**src/rtl/dram_seq_pkg.sv**
```systemverilog
package dram_seq_pkg;

  typedef enum logic [1:0] {
    CMD_NOP = 2'd0,
    CMD_PRE = 2'd1,
    CMD_ACT = 2'd2,
    CMD_RW  = 2'd3
  } cmd_e;

  typedef enum logic [1:0] {
    ST_IDLE     = 2'd0,
    ST_WAIT_RP  = 2'd1,
    ST_WAIT_RCD = 2'd2
  } seq_state_e;

endpackage

```
**src/rtl/dram_bank_table.sv**
```systemverilog
module dram_bank_table #(
  parameter int NUM_BANKS = 4,
  parameter int ROW_W     = 12,
  parameter int T_RP      = 5,
  localparam int BANK_W   = (NUM_BANKS > 1) ? $clog2(NUM_BANKS) : 1,
  localparam int TMR_W    = $clog2(T_RP + 1)
) (
  input  logic              clk,
  input  logic              rst,
  input  logic [BANK_W-1:0] look_bank,
  output logic              look_open,
  output logic [ROW_W-1:0]  look_row,
  output logic              look_busy,
  input  logic              open_en,
  input  logic [BANK_W-1:0] open_bank,
  input  logic [ROW_W-1:0]  open_row,
  input  logic              close_en,
  input  logic              close_arm,
  input  logic [BANK_W-1:0] close_bank
);

  logic [NUM_BANKS-1:0] open_q;
  logic [ROW_W-1:0]     row_q [NUM_BANKS];
  logic [TMR_W-1:0]     tmr_q [NUM_BANKS];

  // Row storage: plain write-enabled array, no reset, RAM friendly.
  always_ff @(posedge clk) begin
    if (open_en) row_q[open_bank] <= open_row;
  end

  for (genvar gb = 0; gb < NUM_BANKS; gb++) begin : g_bank
    always_ff @(posedge clk) begin
      if (rst) begin
        open_q[gb] <= 1'b0;
        tmr_q[gb]  <= '0;
      end else begin
        if (tmr_q[gb] != '0) tmr_q[gb] <= tmr_q[gb] - 1'b1;
        if (close_en && close_bank == BANK_W'(gb)) open_q[gb] <= 1'b0;
        if (close_arm && close_bank == BANK_W'(gb)) tmr_q[gb] <= TMR_W'(T_RP - 1);
        if (open_en && open_bank == BANK_W'(gb)) open_q[gb] <= 1'b1;
      end
    end
  end

  assign look_open = open_q[look_bank];
  assign look_row  = row_q[look_bank];
  assign look_busy = (tmr_q[look_bank] != '0);

  // activate only lands on a closed bank
  a_r9_act_to_closed_bank: assert property (@(posedge clk) disable iff (rst)
    open_en |-> !open_q[open_bank]);

  // no activate while the bank is still recovering from auto-close
  a_r7_act_after_recovery: assert property (@(posedge clk) disable iff (rst)
    open_en |-> (tmr_q[open_bank] == '0));

endmodule

```
**src/rtl/dram_burst_timer.sv**
```systemverilog
module dram_burst_timer #(
  parameter int T_CL      = 4,
  parameter int BURST_CYC = 4,
  localparam int SR_LEN   = T_CL + BURST_CYC - 1
) (
  input  logic clk,
  input  logic rst,
  input  logic rw_seen,
  output logic burst_start,
  output logic data_active
);

  logic [SR_LEN-1:0] pipe_q;

  always_ff @(posedge clk) begin
    if (rst) pipe_q <= '0;
    else     pipe_q <= {pipe_q[SR_LEN-2:0], rw_seen};
  end

  assign burst_start = pipe_q[T_CL-1];
  assign data_active = |pipe_q[T_CL-1 +: BURST_CYC];

  // column spacing keeps burst starts apart
  a_r6_burst_spacing: assert property (@(posedge clk) disable iff (rst)
    (BURST_CYC > 1 && burst_start) |=> !burst_start);

endmodule

```
**src/rtl/dram_bank_seq.sv**
```systemverilog
module dram_bank_seq
  import dram_seq_pkg::*;
#(
  parameter int NUM_BANKS = 4,
  parameter int ROW_W     = 12,
  parameter int COL_W     = 8,
  parameter int T_RP      = 5,
  parameter int T_RCD     = 3,
  parameter int T_CL      = 4,
  parameter int BURST_CYC = 4,
  localparam int BANK_W   = (NUM_BANKS > 1) ? $clog2(NUM_BANKS) : 1,
  localparam int T_MAX    = (T_RP > T_RCD) ? T_RP : T_RCD,
  localparam int CNT_W    = $clog2(T_MAX + 1),
  localparam int GAP_W    = $clog2(BURST_CYC + 1)
) (
  input  logic              clk,
  input  logic              rst,
  input  logic              req_valid,
  output logic              req_ready,
  input  logic [BANK_W-1:0] req_bank,
  input  logic [ROW_W-1:0]  req_row,
  input  logic [COL_W-1:0]  req_col,
  input  logic              req_write,
  input  logic              req_autopre,
  output logic [1:0]        cmd_code,
  output logic [BANK_W-1:0] cmd_bank,
  output logic [ROW_W-1:0]  cmd_row,
  output logic [COL_W-1:0]  cmd_col,
  output logic              cmd_write,
  output logic              cmd_autopre,
  output logic              burst_start,
  output logic              data_active
);

  seq_state_e state_q, state_d;
  logic [CNT_W-1:0] cnt_q, cnt_d;
  logic [GAP_W-1:0] gap_q;

  cmd_e              cmd_q, cmd_d;
  logic [BANK_W-1:0] bank_q, bank_d;
  logic [ROW_W-1:0]  row_q, row_d;
  logic [COL_W-1:0]  col_q, col_d;
  logic              we_q, we_d, ap_q, ap_d;

  // Request held while its precharge / activate sequence runs
  logic [BANK_W-1:0] p_bank;
  logic [ROW_W-1:0]  p_row;
  logic [COL_W-1:0]  p_col;
  logic              p_we, p_ap;

  logic              look_open, look_busy;
  logic [ROW_W-1:0]  look_row;
  logic              accept, row_hit;

  dram_bank_table #(
    .NUM_BANKS (NUM_BANKS),
    .ROW_W     (ROW_W),
    .T_RP      (T_RP)
  ) u_table (
    .clk        (clk),
    .rst        (rst),
    .look_bank  (req_bank),
    .look_open  (look_open),
    .look_row   (look_row),
    .look_busy  (look_busy),
    .open_en    (cmd_d == CMD_ACT),
    .open_bank  (bank_d),
    .open_row   (row_d),
    .close_en   ((cmd_d == CMD_PRE) || (cmd_d == CMD_RW && ap_d)),
    .close_arm  (cmd_d == CMD_RW && ap_d),
    .close_bank (bank_d)
  );

  assign req_ready = (state_q == ST_IDLE) && (gap_q == '0) && !look_busy;
  assign accept    = req_valid && req_ready;
  assign row_hit   = look_open && (look_row == req_row);

  always_comb begin
    state_d = state_q;
    cnt_d   = cnt_q;
    cmd_d   = CMD_NOP;
    bank_d  = bank_q;
    row_d   = row_q;
    col_d   = col_q;
    we_d    = we_q;
    ap_d    = ap_q;
    unique case (state_q)
      ST_IDLE: begin
        if (accept) begin
          bank_d = req_bank;
          row_d  = req_row;
          col_d  = req_col;
          we_d   = req_write;
          ap_d   = req_autopre;
          if (row_hit) begin
            cmd_d = CMD_RW;
          end else if (look_open) begin
            cmd_d   = CMD_PRE;
            state_d = ST_WAIT_RP;
            cnt_d   = CNT_W'(T_RP - 1);
          end else begin
            cmd_d   = CMD_ACT;
            state_d = ST_WAIT_RCD;
            cnt_d   = CNT_W'(T_RCD - 1);
          end
        end
      end
      ST_WAIT_RP: begin
        if (cnt_q == '0) begin
          cmd_d   = CMD_ACT;
          bank_d  = p_bank;
          row_d   = p_row;
          state_d = ST_WAIT_RCD;
          cnt_d   = CNT_W'(T_RCD - 1);
        end else begin
          cnt_d = cnt_q - 1'b1;
        end
      end
      ST_WAIT_RCD: begin
        if (cnt_q == '0) begin
          cmd_d   = CMD_RW;
          bank_d  = p_bank;
          row_d   = p_row;
          col_d   = p_col;
          we_d    = p_we;
          ap_d    = p_ap;
          state_d = ST_IDLE;
        end else begin
          cnt_d = cnt_q - 1'b1;
        end
      end
      default: state_d = ST_IDLE;
    endcase
  end

  always_ff @(posedge clk) begin
    if (rst) begin
      state_q <= ST_IDLE;
      cnt_q   <= '0;
      gap_q   <= '0;
      cmd_q   <= CMD_NOP;
      bank_q  <= '0;
      row_q   <= '0;
      col_q   <= '0;
      we_q    <= 1'b0;
      ap_q    <= 1'b0;
    end else begin
      state_q <= state_d;
      cnt_q   <= cnt_d;
      cmd_q   <= cmd_d;
      bank_q  <= bank_d;
      row_q   <= row_d;
      col_q   <= col_d;
      we_q    <= we_d;
      ap_q    <= ap_d;
      if (cmd_d == CMD_RW)      gap_q <= GAP_W'(BURST_CYC - 1);
      else if (gap_q != '0)     gap_q <= gap_q - 1'b1;
    end
  end

  always_ff @(posedge clk) begin
    if (accept) begin
      p_bank <= req_bank;
      p_row  <= req_row;
      p_col  <= req_col;
      p_we   <= req_write;
      p_ap   <= req_autopre;
    end
  end

  dram_burst_timer #(
    .T_CL      (T_CL),
    .BURST_CYC (BURST_CYC)
  ) u_burst (
    .clk         (clk),
    .rst         (rst),
    .rw_seen     (cmd_q == CMD_RW),
    .burst_start (burst_start),
    .data_active (data_active)
  );

  assign cmd_code    = cmd_q;
  assign cmd_bank    = bank_q;
  assign cmd_row     = row_q;
  assign cmd_col     = col_q;
  assign cmd_write   = we_q;
  assign cmd_autopre = ap_q;

  // the first cycle after reset carries no command
  a_r1_reset_nop: assert property (@(posedge clk) disable iff (rst)
    $past(rst) |-> (cmd_code == 2'd0));

  // a precharge is followed by idle cycles on the command port
  a_r4_pre_then_nop: assert property (@(posedge clk) disable iff (rst)
    (T_RP > 1 && cmd_code == 2'd1) |=> (cmd_code == 2'd0));

  // no request is taken in the cycle right after a column command
  a_r8_rw_blocks_ready: assert property (@(posedge clk) disable iff (rst)
    (BURST_CYC > 1 && cmd_code == 2'd3) |-> !req_ready);

  // no request is taken while a precharge/activate sequence waits
  a_r8_act_blocks_ready: assert property (@(posedge clk) disable iff (rst)
    (cmd_code == 2'd2 || cmd_code == 2'd1) |-> !req_ready);

endmodule

```
**config.mk**
```make
export PLATFORM = sky130hd
export DESIGN_NAME = dram_bank_seq
export DESIGN_NICKNAME = d
export VERILOG_FILES = /design/src/rtl/dram_seq_pkg.sv /design/src/rtl/dram_bank_table.sv /design/src/rtl/dram_burst_timer.sv /design/src/rtl/dram_bank_seq.sv
export SDC_FILE = /design/constraint.sdc
export NUM_CORES = 1
export LEC_CHECK = 0
export ABC_AREA = 1
export BUFFER_PORTS_ARGS = -buffer_cell sky130_fd_sc_hd__buf_4
export CAP_MARGIN = 20
export CORE_MARGIN = 2
export CORE_UTILIZATION = 45
export DETAILED_ROUTE_END_ITERATION = 16
export HOLD_SLACK_MARGIN = 0.15
export REMOVE_ABC_BUFFERS = 1
export SLEW_MARGIN = 25
export SYNTH_ARGS = -nofsm -noshare
export SYNTH_HDL_FRONTEND = slang
export SYNTH_SLANG_ARGS = --single-unit
```
**constraint.sdc**
```tcl
create_clock -name clk -period 3.5 [get_ports clk]
set_input_delay 0.175 -clock clk [delete_from_list [all_inputs] [get_ports clk]]
set_output_delay 0.175 -clock clk [all_outputs]
set_load 0.02 [all_outputs]
```
== Word level (Yosys, flattened, before mapping) ==
Memories as Yosys holds them, arrays and structs flattened.
Cells that the tools add are included.

* Add/subtract/negate cells: 6
* Order comparisons: 1
* Equality and inequality tests: 15
* Muxes and demuxes: 80
* Bitwise operators: 8
* Reductions and logical operators: 42

{| class="wikitable"
|+ Operators by type and width
! cell !! count
|-
| two-way mux 1 bit || 41
|-
| two-way mux 3 bit || 13
|-
| two-way mux 2 bit || 13
|-
| two-way mux 12 bit || 2
|-
| one-hot mux 12 bit (2 select lines) || 1
|-
| nonzero test 3 bit || 7
|-
| subtractor 3 x 1 -> 3 bit (second input constant) || 6
|-
| logical AND 1 bit || 17
|-
| two-way mux 8 bit || 2
|-
| one-hot mux 8 bit (2 select lines) || 1
|-
| == test 12 bit || 1
|-
| == test 2 bit (second input constant) || 6
|-
| one-hot mux 2 bit (3 select lines) || 2
|-
| nonzero test 2 bit || 6
|-
| inequality test 2 bit (second input constant) || 5
|-
| one-hot mux 3 bit (3 select lines) || 1
|-
| bitwise OR 1 bit || 8
|-
| AND reduction 4 bit || 2
|-
| == test 2 x 1 -> 1 bit (second input constant) || 3
|-
| logical NOT 3 bit || 2
|-
| logical NOT 2 bit || 2
|-
| one-hot mux 1 bit (2 select lines) || 2
|-
| one-hot mux 2 bit (2 select lines) || 1
|-
| OR reduction 2 bit || 2
|-
| 6 further kinds || 6
|}

* Bits in registers: 69
* Memory bits (writable): 60
* Input port bits: 27
* Output and inout port bits: 29
* Word-level logic and storage cells: 174
* Memories: 2

{| class="wikitable"
|+ Memories
! memory !! depth !! width !! read ports !! clocked after memory_dff !! wr ports !! RTL line !! RTL
|-
| u_table.row_q || 4 || 12 || 1 || 0 || 1 || dram_bank_table.sv:23 || <nowiki>logic [ROW_W-1:0] row_q [NUM_BANKS];</nowiki>
|-
| u_table.tmr_q || 4 || 3 || 5 || 0 || 4 || dram_bank_table.sv:24 || <nowiki>logic [TMR_W-1:0] tmr_q [NUM_BANKS];</nowiki>
|}

== Longest topological paths before layout ==
Gate-level depths: netlist of run 1.
An unclocked memory read counts as a cell.

* Depth in word-level cells: 14
* Depth in mapped cells: 17
* Mapped depth without buffers: 17

== Cells and area by module ==
From an unflattened synthesis of run 1, not the netlist that was laid out.

* Cells, all modules: 637
* Area, all modules: 5913.2 um^2

{| class="wikitable"
|+ By module, submodules not included
! module !! instances !! cells each !! area each (um^2) !! seq. area each (um^2)
|-
| dram_bank_table || 1 || 258 || 2871.5 || 1881.8
|-
| dram_bank_seq || 1 || 355 || 2837.7 || 1401.3
|-
| dram_burst_timer || 1 || 24 || 203.9 || 140.1
|}

== Worst setup path after synthesis of run 1 ==
Ideal clock, no wire load.

* Path kind: register to register
* Start: register state_q[0]
* End: memory u_table.row_q[1][0] (enable)
* Library setup time: 0.344 ns
* Arrival: 2.176 ns
* Data required time: 3.156 ns
* Slack: 0.980 ns
* Cell stages (with the launch flop): 14
* Buffers on the path: 1
* Period minus slack after synthesis: 2.520 ns
* Path through: dfxtp_1 -> inv_1 -> ha_1 -> inv_1 -> nor2_1 -> nand4_4 -> inv_2 -> buf_4 -> nand2_1 -> nand2_2 -> nand2_2 -> nor2_4 -> nand2_1 -> inv_1

* Word-level cells in the longest chain between the ends: 9
* Elaborated cells on any way between the ends: 14
* Those cells by class: eq/ne: 3; mux: 6; reduce/logical: 5

{| class="wikitable"
|+ RTL lines
! element !! RTL line !! RTL
|-
| start: declaration || dram_bank_seq.sv:35 || <nowiki>seq_state_e state_q, state_d;</nowiki>
|-
| start signal: assignment || dram_bank_seq.sv:148 || <nowiki>state_q <= state_d;</nowiki>
|-
| logical NOT 2 bit || dram_bank_seq.sv:74, dram_bank_seq.sv:87 ||
|-
| logical AND 1 bit (2 in a row) || dram_bank_seq.sv:74 || <nowiki>assign req_ready = (state_q == ST_IDLE) && (gap_q == '0) && !look_busy;</nowiki>
|-
| logical AND 1 bit || dram_bank_seq.sv:75 || <nowiki>assign accept = req_valid && req_ready;</nowiki>
|-
| two-way mux 2 bit || dram_bank_seq.sv:89 || <nowiki>if (accept) begin</nowiki>
|-
| one-hot mux 2 bit (3 select lines) || dram_bank_seq.sv:87 || <nowiki>unique case (state_q)</nowiki>
|-
| == test 2 bit || dram_bank_seq.sv:66 || <nowiki>.open_en (cmd_d == CMD_ACT),</nowiki>
|-
| two-way mux 1 bit || dram_bank_table.sv:28 || <nowiki>if (open_en) row_q[open_bank] <= open_row;</nowiki>
|-
| two-way mux 1 bit (implied by the code) || dram_bank_table.sv:28 ||
|-
| end: declaration || dram_bank_table.sv:23 ||
|}

Several ways; a longest one is shown, not always the timed one.

== Worst setup path in the final report of run 1 ==
* Start: input req_bank[0]
* End: memory u_table.row_q[1][10] (enable)

* Word-level cells in the longest chain between the ends: 10
* Elaborated cells on any way between the ends: 19
* Those cells by class: eq/ne: 2; mux: 10; reduce/logical: 5; memory: 2

{| class="wikitable"
|+ RTL lines
! element !! RTL line !! RTL
|-
| start: declaration || dram_bank_seq.sv:20 || <nowiki>input logic [BANK_W-1:0] req_bank,</nowiki>
|-
| parallel branches: the longest is 10 deep, another holds memory read (4 x 12 bit) || -- ||
|}

Several ways; the timed one is not identified. The select of a mux whose other input is x is not followed.

==> results.tsv, run 1 <==
metric	value	unit
uppermost layer routed	met4	
CP endpoint kind	flop	
switching power total	2.69	mW
Hold Fails Final Rpt	0	
vias per inst	5.14	
period utilisation layout	0.900	
clock latency at the later pin of the worst-skew pair	0.42	ns
Area Growth Syn to Fin	23.4	%
gr usage total	0.213	
Placed Instance Area	0.00654	mm²
Hold Startpoint	u_burst.pipe_q[1]	
largest net degree at the start of global routing	30	
worst r2r src	state_q[0]	
number of synthesized flops with an enable pin	84	
Max Cap Viol	0	
overall routed net length	14400	µm
TritonRoute pass-1 iters	5	
Max Freq	317	MHz
Reg-to-Reg End	u_table.row_q[1][10]	
final setup violation count	0	
clock slew at reported path FFs	0.05	ns
share of cells above drive strength 1	0.136	
Synth area leader	edfxtp_1	
DRT antenna net count	0	
status	completed	
WS Path Type	in -> reg	
Crit Path Max Fanout	27	
Hold Path Depth	2	
I/O Buffers	55	
NumNets Final	775	
Final Cell Area	0.00732	mm²
Flop pwr share	0.362	
Root Driver	clkbuf_16	
Die Height	119	µm
via count	4705	
Gate power share	0.406	
Worst IR Drop VDD	357	µV
Leak Pwr	3.09	nW
Die ar.	0.0141	mm²
Slew Limit Fails	0	
hold slack	0.403	ns
Pwr per Cell Area	941	mW/mm²
ranking of synthesized cells by area	edfxtp_1 (43%), dfxtp_1 (15%), nand2_1 (10%), nand3_1 (5.0%), inv_1 (4.7%)	
distinct cell type count after synthesis	31	
Synth warnings	0	
clock net sink count	129	
Metal-1 WL	6540	µm
DRC	0	
Synth Cell Area	0.00593	mm²
switching part of the total	0.390	
crit path DAT	3.23	ns
clock network fraction of total power	0.232	
Int Pwr	4.20	mW
Remaining Overflow, GRT	0	
ys async rst share	0	
routed wl met3	677	µm
fin crit period	3.15	ns
Slew @ Worst Pin	0.726	ns
Clock Tree Buf Depth	2	
Initial Util	0.466	
worst rel slew slack	0.515	
Post-DP HPWL	9560	µm
Hold Crit Endpoint	u_burst.pipe_q[2]	
die width	119	µm
Startpoint Class	primary input	
RSZ-0062 raised after global routing	false	
Rows	41	
critical path required time	3.58	ns
postcts setup bufs	0	
Synth top area share	0.425	
Fin Clk Skew	0.0148	ns
# H-tree levels	4	
reg-to-reg slack, setup	0.49	ns
DR WL/cell	15.7	µm
Primary FF master, synth	edfxtp_1	
global-route wire length before repair	23100	µm
initial antenna violation count	0	
routed wl met2	6890	µm
Seq/Total Area, Yosys	0.577	
CTS tree	done	
Seq cells post-synth	129	
Worst Reg-to-Reg Cells	11	
routability cong.	0.918	
Post-Synthesis Cells	648	
area of the core	0.0127	mm²
DR iter-0 viols	259	
TritonCTS Buffers	17	
io pins	56	
vias in the first global route	4512	
Mapped Avg Cell Area	9.16	µm²
Hold Path Class	reg -> reg	
TNS Setup	0	ns
ANT cells	0	
-- layout make-up --
| class | count | area [µm²] |
|---|---|---|
| inverter | 79 | 300 |
| timing repair buffer | 91 | 758 |
| fill | 1160 | 5400 |
| sequential | 129 | 3420 |
| multi-input combinational | 414 | 2100 |
| clock buffer | 23 | 468 |
| clock inverter | 8 | 63.8 |
| tap | 172 | 215 |
-- sequential cells by signal (all words and copies together) (netlist names) --
signal	flops
cmd_col	8
cmd_write	1
u_burst.pipe_q	7
cmd_row	12
cmd_code	2
p_ap	1
cmd_autopre	1
gap_q	3
p_row	12
u_table.open_q	4
cnt_q	3
u_table.row_q	48
p_we	1
p_bank	2
p_col	8
cmd_bank	2
u_table.tmr_q	12
state_q	2
-- synth_stat cells (9+ instances only) --
cell type  count
dfxtp_1       45
a21oi_1       33
a31oi_1        9
a22oi_1       16
clkbuf_1      14
nand3_1       59
nor2_1        40
a211oi_1       9
inv_1         75
o21ai_0       37
edfxtp_1      84
ha_1          16
nand2_1      160
-- cells in the final DEF (no fill, tap or decap), types with 4 or more instances in the layout --
| master | Yosys | final |
|---|---|---|
| o21ai_0 | 37 | 37 |
| and2_1 | 8 | 8 |
| edfxtp_1 | 84 | 84 |
| nand3_1 | 59 | 59 |
| buf_4 | 3 | 65 |
| nor2_1 | 40 | 40 |
| dlygate4sd3_1 | 0 | 25 |
| ha_1 | 16 | 16 |
| nand4_1 | 8 | 8 |
| dfxtp_1 | 45 | 45 |
| clkbuf_16 | 0 | 17 |
| a21oi_1 | 33 | 33 |
| a211oi_1 | 9 | 9 |
| a22oi_1 | 16 | 16 |
| nand2_1 | 160 | 160 |
| inv_2 | 4 | 4 |
| inv_1 | 75 | 74 |
| clkbuf_1 | 14 | 4 |
| a31oi_1 | 9 | 9 |
-- worst max path at each step --
stage,startpoint,to,cells after the start
final,req_bank[0],u_table.row_q[1][10],12
after global placement,req_bank[0],u_table.row_q[1][10],12
after detailed placement,req_bank[0],u_table.row_q[1][10],12
after global routing,req_bank[0],u_table.tmr_q[2][2],11
after floorplan,state_q[0],u_table.row_q[1][0],12
after CTS,req_bank[0],u_table.row_q[1][10],13
-- kinds of logic after synthesis --
group,after synthesis,synth area share
buffers and inverters,105,0.0700
adder cells (fa/ha/maj),16,0.0337
AO/OA/AOI/OAI,110,0.108
flip-flops,129,0.577
XOR/XNOR,4,0.00590
AND/OR/NAND/NOR,284,0.206
-- power by group through the flow --
stage	Combinational, mW	Sequential [mW]	Clock [mW]
2_1_floorplan	1.67	2.62	0
3_3_place_gp	2.70	2.51	0
3_5_place_dp	2.76	2.52	0
4_1_cts	2.80	2.49	1.63
5_1_grt	3.13	2.53	1.70
6_report	2.80	2.49	1.60
-- critical path: stages --
cell,delay [ns]
dlygate4sd3_1,0.53
buf_4,0.21
inv_2,0.38
nand4_1,0.16
nand3_1,0.16
nand4_4,0.20
inv_2,0.32
a21oi_1,0.16
nor2_2,0.39
nor2_4,0.09
nand2_1,0.14
clkinvlp_4,0.29
-- metrics by stage --
stage	setup WS (ns)	instances	power, mW	utilization
after CTS	0.256	916	6.93	0.575
after global placement	0.490	860	5.21	0.514
after global routing	0.0732	916	7.36	0.576
after floorplan	0.875	622	4.30	-
final	0.350	916	6.89	0.576
after detailed placement	0.389	860	5.28	0.514
-- routing by layer --
metal	global-route usage	vias up
met5	0	-
met4	0.100	0
met3	0.0532	21
met2	0.332	122
met1	0.280	2204
li1	-	2358
-- what timing repair did --
action                                 4_1_cts  5_1_grt
hold buffers                                25        0
setup endpoints to repair                    0       12
resized for setup                            0        1
endpoints found under the hold margin       39        0
(Power assumes the default switching activity.)
==> run 2: changes to the inputs <==
- CORE_UTILIZATION: 45 -> 30
==> results.tsv, run 2 (synthesis gave the netlist of run 1 again) <==
metric	value	unit	change
Worst Reg-to-Reg Cells	13		+2
Die Height	145	µm	+22%
status	completed		
TNS Setup	0	ns	unchanged
reg-to-reg slack, setup	0.62	ns	+0.13 ns
area of the core	0.0195	mm²	+53%
clock net sink count	129		unchanged
TritonRoute pass-1 iters	5		unchanged
Pwr per Cell Area	940	mW/mm²	about the same
most frequent cells in the layout	nand2_1 (160), edfxtp_1 (84), inv_1 (75)		
routability cong.	0.823		-10%
Rows	51		+24%
Hold Fails Final Rpt	0		unchanged
Initial Util	0.305		-0.162
gr usage total	0.146		-0.0673
fin crit period	2.88	ns	-0.273 ns
DR iter-0 viols	259		unchanged
Leak Pwr	3.13	nW	+1.2%
via count	4669		-0.77%
TritonCTS Buffers	17		unchanged
CP endpoint kind	flop		
Placed Instance Area	0.00664	mm²	+1.6%
Hold Path Class	in -> reg		
CTS tree	done		
die width	145	µm	+22%
vias per inst	4.63		-9.9%
Fin Clk Skew	0.00966	ns	-0.00511 ns
DR WL/cell	14.0	µm	-11%
largest stage delay on the critical path	0.33	ns	-0.20 ns
global-route wire length before repair	22900	µm	-0.66%
NumNets Final	774		-0.13%
# H-tree levels	4		unchanged
overall routed net length	14100	µm	-2.0%
postcts setup bufs	0		unchanged
Max Cap Viol	0		unchanged
largest net degree at the start of global routing	33		+10%
CTS resizes	0		unchanged
Hold Path Depth	1		-1
clock slew at reported path FFs	0.06	ns	about the same
Crit-path slowest cell	dfxtp_1		
ANT cells	0		unchanged
vias in the first global route	4465		-1.0%
Area Growth Syn to Fin	26.2	%	
io pins	56		unchanged
DRC	0		unchanged
CP startpoint	state_q[0]		
CP top delay family	simple AND/OR/NAND/NOR gates		
crit path buf inv count	5		unchanged
max reg flops	48		unchanged
Post-DP HPWL	9300	µm	-2.6%
commonest non-fill, non-tap cell in the layout	nand2_1		
final setup violation count	0		unchanged
worst rel slew slack	0.468		-0.0468
share of cells above drive strength 1	0.144		+0.00806
fin util	0.385		-0.191
critical path required time	3.61	ns	+0.03 ns
crit path DAT	2.99	ns	-0.24 ns
Die ar.	0.0209	mm²	+48%
Max Freq	348	MHz	+9.5%
sequential cell area	0.00342	mm²	unchanged
Crit Path Max Fanout	16		-41%
Hold Crit Endpoint	p_bank[0]		
RSZ-0062 raised after global routing	false		
clock latency at the later pin of the worst-skew pair	0.42	ns	about the same
Startpoint Class	flop		
worst r2r src	state_q[0]		
Root Driver	clkbuf_16		
Reg-to-Reg End	u_table.row_q[1][8]		
DRT antenna net count	0		unchanged
fill count	1960		+69%
Multi-input gate area	0.00210	mm²	unchanged
Top reg by flops	u_table.row_q		
Hold Startpoint	req_bank[0]		
I/O Buffers	55		unchanged
hold slack	0.218	ns	-0.185 ns
period utilisation layout	0.822		-0.0780
initial antenna violation count	0		unchanged
Clock Tree Buf Depth	2		unchanged
Final Cell Area	0.00749	mm²	+2.3%
worst-path cell chain	inv_1 -> ha_1 -> inv_1 -> nor2_1 -> nand4_4 -> inv_2 -> nand2_1 -> nand3_1 -> nand2_1 -> a21oi_1 -> nand2_1 -> inv_1 -> buf_4		
Worst IR Drop VDD	393	µV	+10%
WS Path Type	reg -> reg		
Slew Limit Fails	0		unchanged
Slew @ Worst Pin	0.797	ns	+0.0710 ns
Remaining Overflow, GRT	0		unchanged
run 2: cell types whose count changed in the layout (fill, tap and decap cells not counted):
cell,previous run,this run
dlygate4sd3_1,25,24
clkinv_2,3,1
clkinv_1,3,1
bufinv_16,1,3
clkinv_4,0,5
clkbuf_8,2,0
inv_6,0,3
inv_1,74,75
buf_4,65,66
buf_12,1,0
clkbuf_1,4,0
run 2: what timing repair did:
action | 4_1_cts | 5_1_grt
hold buffers | 24 | 0
endpoints found under the setup margin | 0 | 0
hold endpoints to repair | 38 | 0
run 2: metal layers:
layer / global-route usage / wire length, µm
met5: 0 / 0
met4: 0.0557 / 287
met3: 0.0394 / 727
met2: 0.236 / 6670
met1: 0.187 / 6410
run 2: report_power, final:
part | internal (mW) | leakage, nW | switching [mW]
registers | 2.30 | 1.16 | 0.189
clock network | 1.13 | 0.292 | 0.687
logic | 0.894 | 1.68 | 1.85
total | 4.32 | 3.13 | 2.72
run 2: stage by stage:
step                      power (mW)  setup slack, ns  std cells
final                           7.05            0.623       1009
after global routing            7.58            0.332       1009
after CTS                       7.10            0.608       1009
after detailed placement        5.24            0.520        953
after global placement          5.22            0.581        953
after floorplan                 4.30            0.875        622
run 2: worst reg2reg max path, cell delays in order (launching register included):
cell,delay (ns)
dfxtp_1,0.33
inv_1,0.11
ha_1,0.25
inv_1,0.11
nor2_1,0.26
nand4_4,0.21
inv_2,0.32
nand2_1,0.09
nand3_1,0.12
nand2_1,0.11
a21oi_1,0.26
nand2_1,0.13
inv_1,0.07
buf_4,0.22
run 2: cell type report:
class | instances | share of cell area
sequential | 129 | 0.457
inverter | 79 | 0.0396
multi-input combinational | 414 | 0.280
clock buffer | 17 | 0.0568
timing repair buffer | 90 | 0.0982
clock inverter | 15 | 0.0245
tap | 265 | 0.0443
run 2: worst max-delay path by stage:
stage,endpoint,cells past startpoint
2_1_floorplan,u_table.row_q[1][0],12
3_3_place_gp,u_table.row_q[1][6],13
3_5_place_dp,u_table.row_q[1][6],13
4_1_cts,u_table.row_q[1][9],13
5_1_grt,u_table.tmr_q[1][2],12
6_report,u_table.row_q[1][8],13
